## config.mk

```make
export PLATFORM = sky130hd
export DESIGN_NAME = irqc_top
export DESIGN_NICKNAME = d
export VERILOG_FILES = /design/src/rtl/irqc_pkg.sv /design/src/rtl/irqc_sync.sv /design/src/rtl/irqc_enable.sv /design/src/rtl/irqc_group.sv /design/src/rtl/irqc_top.sv
export SDC_FILE = /design/constraint.sdc
export NUM_CORES = 1
export LEC_CHECK = 0
export CAP_MARGIN = 20
export CORE_MARGIN = 2
export CORE_UTILIZATION = 35
export CTS_BUF_LIST = sky130_fd_sc_hd__clkbuf_8 sky130_fd_sc_hd__clkbuf_16
export DETAILED_ROUTE_END_ITERATION = 8
export SYNTH_ARGS = -nofsm -noshare
export SYNTH_HDL_FRONTEND = slang
export SYNTH_HIERARCHICAL = 1
export SYNTH_SLANG_ARGS = --single-unit
```

## constraint.sdc

```tcl
create_clock -name clk -period 4.97 [get_ports clk]
set_input_delay 0.994 -clock clk [delete_from_list [all_inputs] [get_ports clk]]
set_output_delay 0.994 -clock clk [all_outputs]
set_load 0.005 [all_outputs]
```

## src/rtl/irqc_pkg.sv

```systemverilog
package irqc_pkg;

    localparam int GRP_W     = 8;
    localparam int IDX_W     = $clog2(GRP_W);
    localparam int BANK_W    = 32;
    localparam int GRP_PER_BANK = BANK_W / GRP_W;

    typedef enum logic [1:0] {
        W_SET  = 2'd0,
        W_CLR  = 2'd1,
        W_RSVD = 2'd2,
        W_STAT = 2'd3
    } word_e;

    typedef struct packed {
        logic        hit;
        word_e       word;
        logic [7:0]  bank;
    } reg_req_t;

    function automatic logic [IDX_W-1:0] lowest_set(input logic [GRP_W-1:0] v);
        logic [IDX_W-1:0] r;
        r = '0;
        for (int i = GRP_W - 1; i >= 0; i--) begin
            if (v[i]) r = IDX_W'(i);
        end
        return r;
    endfunction

endpackage

```

## src/rtl/irqc_sync.sv

```systemverilog
module irqc_sync #(
    parameter int W = 8
) (
    input  logic         clk,
    input  logic         rst,
    input  logic [W-1:0] d,
    output logic [W-1:0] q
);
    logic [W-1:0] meta_q;

    always_ff @(posedge clk) begin
        if (rst) begin
            meta_q <= '0;
            q      <= '0;
        end else begin
            meta_q <= d;
            q      <= meta_q;
        end
    end
endmodule

```

## src/rtl/irqc_enable.sv

```systemverilog
module irqc_enable
    import irqc_pkg::*;
#(
    parameter int NUM_SRC   = 160,
    parameter int NUM_BANKS = 5,
    localparam int PAD      = NUM_BANKS * BANK_W
) (
    input  logic              clk,
    input  logic              rst,
    input  reg_req_t          req,
    input  logic [BANK_W-1:0] wdata,
    output logic [PAD-1:0]    en_pad
);
    localparam logic [PAD-1:0] ONE        = PAD'(1);
    localparam logic [PAD-1:0] VALID_MASK = (ONE << NUM_SRC) - ONE;

    logic            in_range;
    logic [PAD-1:0]  nxt;

    assign in_range = req.hit && (int'(req.bank) < NUM_BANKS);

    always_comb begin
        nxt = en_pad;
        if (in_range) begin
            case (req.word)
                W_SET:   nxt[int'(req.bank)*BANK_W +: BANK_W] = en_pad[int'(req.bank)*BANK_W +: BANK_W] | wdata;
                W_CLR:   nxt[int'(req.bank)*BANK_W +: BANK_W] = en_pad[int'(req.bank)*BANK_W +: BANK_W] & ~wdata;
                default: nxt = en_pad;
            endcase
        end
        nxt = nxt & VALID_MASK;
    end

    always_ff @(posedge clk) begin
        if (rst) en_pad <= '0;
        else     en_pad <= nxt;
    end

    p_reset_clear_r1: assert property (@(posedge clk) rst |=> (en_pad == '0));

    p_ignore_r9: assert property (@(posedge clk) disable iff (rst)
        !(in_range && (req.word == W_SET || req.word == W_CLR)) |=> $stable(en_pad));

    for (genvar b = 0; b < NUM_BANKS; b++) begin : g_bank_chk
        localparam logic [BANK_W-1:0] BM = VALID_MASK[b*BANK_W +: BANK_W];
        // ones set, other bits retained
        p_set_r2: assert property (@(posedge clk) disable iff (rst)
            (req.hit && req.bank == 8'(b) && req.word == W_SET) |=>
            (((en_pad[b*BANK_W +: BANK_W] & $past(wdata & BM)) == $past(wdata & BM)) &&
             ((en_pad[b*BANK_W +: BANK_W] & $past(en_pad[b*BANK_W +: BANK_W])) == $past(en_pad[b*BANK_W +: BANK_W]))));
        // ones cleared, other bits retained
        p_clr_r3: assert property (@(posedge clk) disable iff (rst)
            (req.hit && req.bank == 8'(b) && req.word == W_CLR) |=>
            (((en_pad[b*BANK_W +: BANK_W] & $past(wdata)) == '0) &&
             ((en_pad[b*BANK_W +: BANK_W] & ~$past(wdata)) == ($past(en_pad[b*BANK_W +: BANK_W]) & ~$past(wdata)))));
    end
endmodule

```

## src/rtl/irqc_group.sv

```systemverilog
module irqc_group
    import irqc_pkg::*;
(
    input  logic             clk,
    input  logic             rst,
    input  logic [GRP_W-1:0] src_s,
    input  logic [GRP_W-1:0] en,
    output logic             parent_o,
    output logic [IDX_W-1:0] idx_o
);
    logic [GRP_W-1:0] pend_q;

    always_ff @(posedge clk) begin
        if (rst) pend_q <= '0;
        else     pend_q <= src_s & en;
    end

    assign parent_o = |pend_q;
    assign idx_o    = lowest_set(pend_q);

    p_assert_r6: assert property (@(posedge clk) disable iff (rst)
        (|(src_s & en)) |=> parent_o);
    p_deassert_r6: assert property (@(posedge clk) disable iff (rst)
        !(|(src_s & en)) |=> !parent_o);
    p_prio_r8: assert property (@(posedge clk) disable iff (rst)
        parent_o |-> (pend_q[idx_o] && ((pend_q & ((GRP_W'(1) << idx_o) - GRP_W'(1))) == '0)));
    p_idle_idx_r8: assert property (@(posedge clk) disable iff (rst)
        !parent_o |-> (idx_o == '0));
endmodule

```

## src/rtl/irqc_top.sv

```systemverilog
module irqc_top
    import irqc_pkg::*;
#(
    parameter int NUM_GROUPS = 20,
    parameter int ADDR_W     = 8,
    localparam int NUM_SRC   = NUM_GROUPS * GRP_W,
    localparam int NUM_BANKS = (NUM_GROUPS + GRP_PER_BANK - 1) / GRP_PER_BANK,
    localparam int PAD       = NUM_BANKS * BANK_W
) (
    input  logic                        clk,
    input  logic                        rst,
    input  logic [NUM_SRC-1:0]          src_in,
    input  logic                        wr_en,
    input  logic [ADDR_W-1:0]           addr,
    input  logic [BANK_W-1:0]           wdata,
    output logic [BANK_W-1:0]           rdata,
    output logic [NUM_GROUPS-1:0]       parent_irq,
    output logic [NUM_GROUPS*IDX_W-1:0] first_idx
);
    logic [NUM_SRC-1:0] src_s;
    logic [PAD-1:0]     en_pad;
    logic [PAD-1:0]     src_pad;
    logic               aligned;
    logic               bank_ok;
    reg_req_t           wreq;
    reg_req_t           rreq;

    irqc_sync #(.W(NUM_SRC)) u_sync (
        .clk (clk),
        .rst (rst),
        .d   (src_in),
        .q   (src_s)
    );

    assign aligned   = (addr[1:0] == 2'b00);
    assign rreq.hit  = aligned;
    assign rreq.word = word_e'(addr[3:2]);
    assign rreq.bank = 8'(addr[ADDR_W-1:4]);
    assign wreq      = '{hit: aligned && wr_en, word: rreq.word, bank: rreq.bank};
    assign bank_ok   = int'(rreq.bank) < NUM_BANKS;

    irqc_enable #(.NUM_SRC(NUM_SRC), .NUM_BANKS(NUM_BANKS)) u_en (
        .clk    (clk),
        .rst    (rst),
        .req    (wreq),
        .wdata  (wdata),
        .en_pad (en_pad)
    );

    assign src_pad = PAD'(src_s);

    always_comb begin
        rdata = '0;
        if (rreq.hit && bank_ok) begin
            case (rreq.word)
                W_SET, W_CLR: rdata = en_pad[int'(rreq.bank)*BANK_W +: BANK_W];
                W_STAT:       rdata = en_pad[int'(rreq.bank)*BANK_W +: BANK_W] &
                                      src_pad[int'(rreq.bank)*BANK_W +: BANK_W];
                default:      rdata = '0;
            endcase
        end
    end

    for (genvar g = 0; g < NUM_GROUPS; g++) begin : g_grp
        irqc_group u_grp (
            .clk      (clk),
            .rst      (rst),
            .src_s    (src_s[g*GRP_W +: GRP_W]),
            .en       (en_pad[g*GRP_W +: GRP_W]),
            .parent_o (parent_irq[g]),
            .idx_o    (first_idx[g*IDX_W +: IDX_W])
        );
    end

    p_rsvd_read_r5: assert property (@(posedge clk) disable iff (rst)
        (rreq.word == W_RSVD) |-> (rdata == '0));
    p_bad_bank_r9: assert property (@(posedge clk) disable iff (rst)
        (!bank_ok || !aligned) |-> (rdata == '0));
endmodule

```

Word-level counts from Yosys, hierarchy flattened

Cells that the tools add are included.

Register bits after elaboration: 640
Input bits: 203
Output and inout port bits: 112

Add/subtract/negate cells: 1
Order comparisons: 1
Equal/unequal tests: 2
Shift operators: 5
Multiplexer cells: 165
Bitwise operators: 24
Reductions and logical operators: 28

Operators with widths:

| kind                      | count |
|---|---|
| $mux 3                    | 160 |
| $bwmux 160                | 2 |
| $pmux 160 s2              | 1 |
| $shiftx 160x10->32        | 2 |
| $shiftx 32x33->160        | 2 |
| $and 8x8->8               | 20 |
| $reduce_or 8->1           | 20 |
| $shift 32x33->160 const A | 1 |
| $and 32x32->32            | 2 |
| $pmux 32 s2               | 1 |
| $neg 9->33                | 1 |
| $mux 32                   | 1 |
| $not 32->32               | 1 |
| $or 32x32->32             | 1 |
| $logic_not 2->1           | 2 |
| $lt 4x3->1 const B        | 1 |
| $logic_and 1x1->1         | 3 |
| $eq 2x1->1 const B        | 1 |
| $eq 2x2->1 const B        | 1 |
| $reduce_and 2->1          | 1 |
| $reduce_bool 2->1         | 1 |
| $reduce_or 2->1           | 1 |

Longest topological paths before layout

Depth in word-level cells: 8
Mapped depth: 12
Mapped depth without buffers: 8

Modules after synthesis

The synthesis kept the hierarchy.

Modules (own cells, without submodules):

| module      | instances | cells each | area each (µm²) |
|---|---|---|---|
| irqc_sync   | 1         | 675        | 8575.7 |
| irqc_enable | 1         | 821        | 7275.7 |
| irqc_group  | 20        | 38         | 304.0 |
| irqc_top    | 1         | 375        | 2613.8 |

Worst setup path after synthesis

Ideal clock, no wire load.

Path type: input port to flip-flop
Start: input port addr[5]
End: register u_en.en_pad[152]
Setup time: 130 ps
Data arrival time: 3416 ps
Required time: 4840 ps
Setup slack: 1424 ps
Stages on the path: 11
Buffers on the path: 4
Cell sequence: clkbuf_1 > clkbuf_1 > clkbuf_1 > inv_1 > ha_1 > or2_2 > o21ai_2 > a41oi_2 > clkbuf_1 > nand2_1 > o21ai_2

Word-level cells in the longest chain between the ends: 5

Ends and longest elaborated chain:

| element                                                | line                                 | RTL |
|---|---|---|
| start: declaration                                     | irqc_top.sv:14                       | `input logic [ADDR_W-1:0] addr,` |
| $shiftx 160x10->32                                     | irqc_enable.sv:26, irqc_enable.sv:27 |  |
| $and 32x32->32 / $or 32x32->32 (equally long branches) | irqc_enable.sv:27, irqc_enable.sv:26 |  |
| $shiftx 32x33->160 (on tied branches)                  | irqc_enable.sv:27, irqc_enable.sv:26 |  |
| $bwmux 160 (on tied branches)                          | irqc_enable.sv:27, irqc_enable.sv:26 |  |
| $pmux 160 s2                                           | irqc_enable.sv:25                    | `case (req.word)` |
| end signal: assignment                                 | irqc_enable.sv:36                    | `else en_pad <= nxt;` |
| end: declaration                                       | irqc_enable.sv:12                    | `output logic [PAD-1:0] en_pad` |

Several ways; a longest one is shown, not always the timed one.
A chain may end at the register's enable or synchronous reset.

Final worst setup path

Start: input port addr[3]
End: output port rdata[27]

Word-level cells in the longest chain between the ends: 4

Ends and longest elaborated chain:

| element                                              | line           | RTL |
|---|---|---|
| $eq 2x1->1 / $logic_not 2->1 (equally long branches) | irqc_top.sv:55 | `case (rreq.word)` |
| $reduce_or 2->1                                      | irqc_top.sv:55 |  |
| $pmux 32 s2 (*)                                      | irqc_top.sv:55 |  |
| $mux 32 (*)                                          | irqc_top.sv:54 | `if (rreq.hit && bank_ok) begin` |
| end: declaration                                     | irqc_top.sv:16 | `output logic [BANK_W-1:0] rdata,` |

Every way passes the cells marked *; elsewhere a longest branch is shown, timed or not.

==> results.py <==
metrics = {
    "run_status": {
        "run_status": "finished clean",
    },
    "detailed_routing": {
        "dr.pass1.iters": 5,
        "drt_iter0_markers": 1551,
        "vias": 20500,
        "vias_per_cell": 5.26,
        "drc": 0,
        "wire_per_inst_um": 22.2,
        "ant_nets": 0,
        "wirelength_um": 86400,
    },
    "layout": {
        "final_layout_size_suffix_gt1_frac": 0.0941,
        "syn_to_final_growth_pct": 26.1,
        "fillers": 6697,
        "nNetsFinal": 3104,
        "stdcell_count": 3895,
    },
    "clock_tree": {
        "cts_tree": "yes",
        "clockBufferDepth": 3,
        "clock_sinks": 640,
        "postCtsSetupBuffers": 0,
        "h-tree-depth": 3,
        "cts-buffers-inserted": 71,
        "cts_root_buffer": "clkbuf_16",
        "cts_resized": 0,
        "cts_hold_buf": 0,
        "clkTransAtPathRegs_ps": 60,
        "clock_latency_ps": 610,
    },
    "synthesis": {
        "synth_edf_count": 0,
        "synth_seq_area_share": 0.522,
        "ys.flop_type": "dfxtp_1",
        "synthArstFlopShare": 0,
        "synth_cells": 2631,
        "ys_types": 73,
        "netlist_area_mm2": 0.0245,
        "syn_area_per_cell_um2": 9.33,
        "ys_warn_count": 6,
        "ys_ff_latch": 640,
    },
    "worst_setup_path": {
        "cp_max_fo": 16,
        "crit_start": "addr[3]",
        "r2r-start": "u_en/en_pad[73]$_SDFFE_PP0P_",
        "crit_end": "rdata[27]",
        "reg2reg_to": "u_en/en_pad[105]$_SDFFE_PP0P_",
        "r2r_setup_slack_ps": 3030,
        "arrival_ps": 3850,
        "end_kind": "output pin",
        "cp-start-kind": "input pin",
        "path_class": "in2out",
        "r2r_cells": 4,
        "crit_required_ps": 3980,
    },
    "sta": {
        "tns_ps": 0,
        "setup_ws_ps": 129,
        "setup_viol": 0,
        "slew_viol_final": 0,
        "skew_ps": 20.2,
        "hold_viol_final": 0,
        "max_freq_mhz": 207,
        "tightest_slew_ps": 1100,
        "rsz0062_at_grt": "false",
        "finalCriticalPeriod_ps": 4840,
        "period_share": 0.974,
        "slew-limit-headroom": 0.264,
    },
    "placed_design": {
        "dp_hpwl_um": 61900,
        "pre_cts_ws_ps": 270,
        "io_buffers": 314,
        "dp.cells": 3766,
        "gp_congestion": 0.918,
    },
    "hold_path": {
        "worstHoldStart": "u_sync/meta_q[143]$_SDFF_PP0_",
        "hold_path_class": "reg2reg",
        "whs_path_depth": 1,
    },
    "floorplanning": {
        "fp.dieArea_mm2": 0.0723,
        "rows": 97,
        "die_h_um": 269,
        "die_w_um": 269,
        "ios": 315,
        "core_area_mm2": 0.0698,
        "initial_utilization": 0.352,
    },
    "global_route": {
        "grt_usage": 0.233,
        "grt-ovfl-total": 0,
        "grt_max_degree": 180,
        "antenna_found_initial": 4,
        "grt_pass1_wl_um": 126000,
        "grt_pass1_vias": 20600,
    },
    "power_and_ir_drop": {
        "power_mw": 11.4,
        "powerDensity_mw_per_mm2": 370,
        "ir_drop_mv": 0.206,
        "leakage_nw": 11.5,
    },
    "flow_run": {
        "max_cap_viol_count": 0,
    },
}
-- sequential cells by signal (all words and copies together), names as in the netlist --
register            cells
u_en/en_pad           160
g_grp.u_grp/pend_q    160
u_sync/q              160
u_sync/meta_q         160
-- critical path, stage by stage --
cell             delay, ps
clkdlybuf4s50_1        570
and2_1                 470
nand2_1                410
o221ai_1               150
a311oi_1               610
clkdlybuf4s50_1        640
-- layout by cell type (no fill, tap or decap), types with 11 or more instances in the layout --
cell type          n
mux2i_1           66
buf_12            11
o21bai_1          23
o21ai_2           22
a221oi_1          18
o221a_2           22
a211oi_1          50
nor2b_1          367
clkdlybuf4s50_1  310
a21oi_1           73
nand2_1          308
nor4_2            20
conb_1            14
a22oi_1           53
nor4_1            29
a211oi_2          25
o211a_1           23
clkbuf_16         74
o22ai_1           40
inv_1             42
buf_4             35
nor2_1           293
o21ai_1           24
dfxtp_1          640
o41ai_1           20
o211ai_1          71
clkinv_2          19
o21ai_0          110
-- worst min-delay path by stage --
stage / end / slack (ps)
after floorplan: g_grp[3].u_grp/pend_q[7]$_SDFF_PP0_ / 410
after global placement: u_sync/q[136]$_SDFF_PP0_ / 420
after detailed placement: u_sync/q[117]$_SDFF_PP0_ / 420
after CTS: u_sync/q[143]$_SDFF_PP0_ / 430
after global routing: u_sync/q[90]$_SDFF_PP0_ / 450
final: u_sync/q[143]$_SDFF_PP0_ / 430
-- cells in the mapped netlist, types with 9 or more instances --
master	n	area [µm²]
dfxtp_1	640	12800
nor2b_1	367	2300
nand2_1	308	1160
nor2_1	294	1100
o21ai_0	110	551
clkbuf_1	93	349
a21oi_1	73	365
o211ai_1	71	533
mux2i_1	66	661
buf_2	55	275
a22oi_1	53	398
a211oi_1	50	375
o22ai_1	40	250
inv_1	33	124
nor4_1	29	181
a211oi_2	25	313
o21ai_1	24	120
o211a_1	23	230
o21bai_1	23	173
o21ai_2	22	193
o221a_2	22	248
nor4_2	20	250
o41ai_1	20	175
a221oi_1	18	158
buf_6	16	180
nand2b_1	9	56.3
-- power breakdown --
group	internal [mW]	switching, mW	total, mW
registers	5.25	0.0593	5.31
clock network	3.27	2.16	5.43
logic	0.303	0.399	0.703
-- area by class of cell --
class,instances,area [µm²],share of cell area
flip-flops and latches,640,12800,0.414
diodes,1,2.50,0.0000809
inverters,35,131,0.00424
repair buffers,359,3610,0.117
well taps,940,1180,0.0380
clock inverters,48,498,0.0161
clock buffers,80,1930,0.0625
multi-input cells,1792,10800,0.348
-- per-stage QoR --
stage / cell area (µm²) / utilization / hold slack, ps
finish: 30900 / 0.443 / 433
global route: 30900 / 0.443 / 448
CTS: 30900 / 0.443 / 430
detailed placement: 28500 / 0.409 / 420
global placement: 28500 / 0.409 / 419
floorplan: 24600 / - / 412
-- metal layers --
| layer | vias up | global-route usage | routed length, µm |
|---|---|---|---|
| li1 | 9623 | - | - |
| met1 | 9932 | 0.258 | 32500 |
| met2 | 713 | 0.429 | 45000 |
| met3 | 210 | 0.0362 | 4350 |
| met4 | 4 | 0.118 | 4550 |
| met5 | - | 0 | 23 |
-- cells by family after synthesis --
logic type               synth area share
AND/OR/NAND/NOR                     0.224
flip-flops                          0.522
AO/OA/AOI/OAI                       0.184
buffers and inverters              0.0413
multiplexers                       0.0278
adder cells (fa/ha/maj)           0.00102
other                            0.000153
XOR/XNOR                         0.000357
Power figures use the tool's default switching activity.
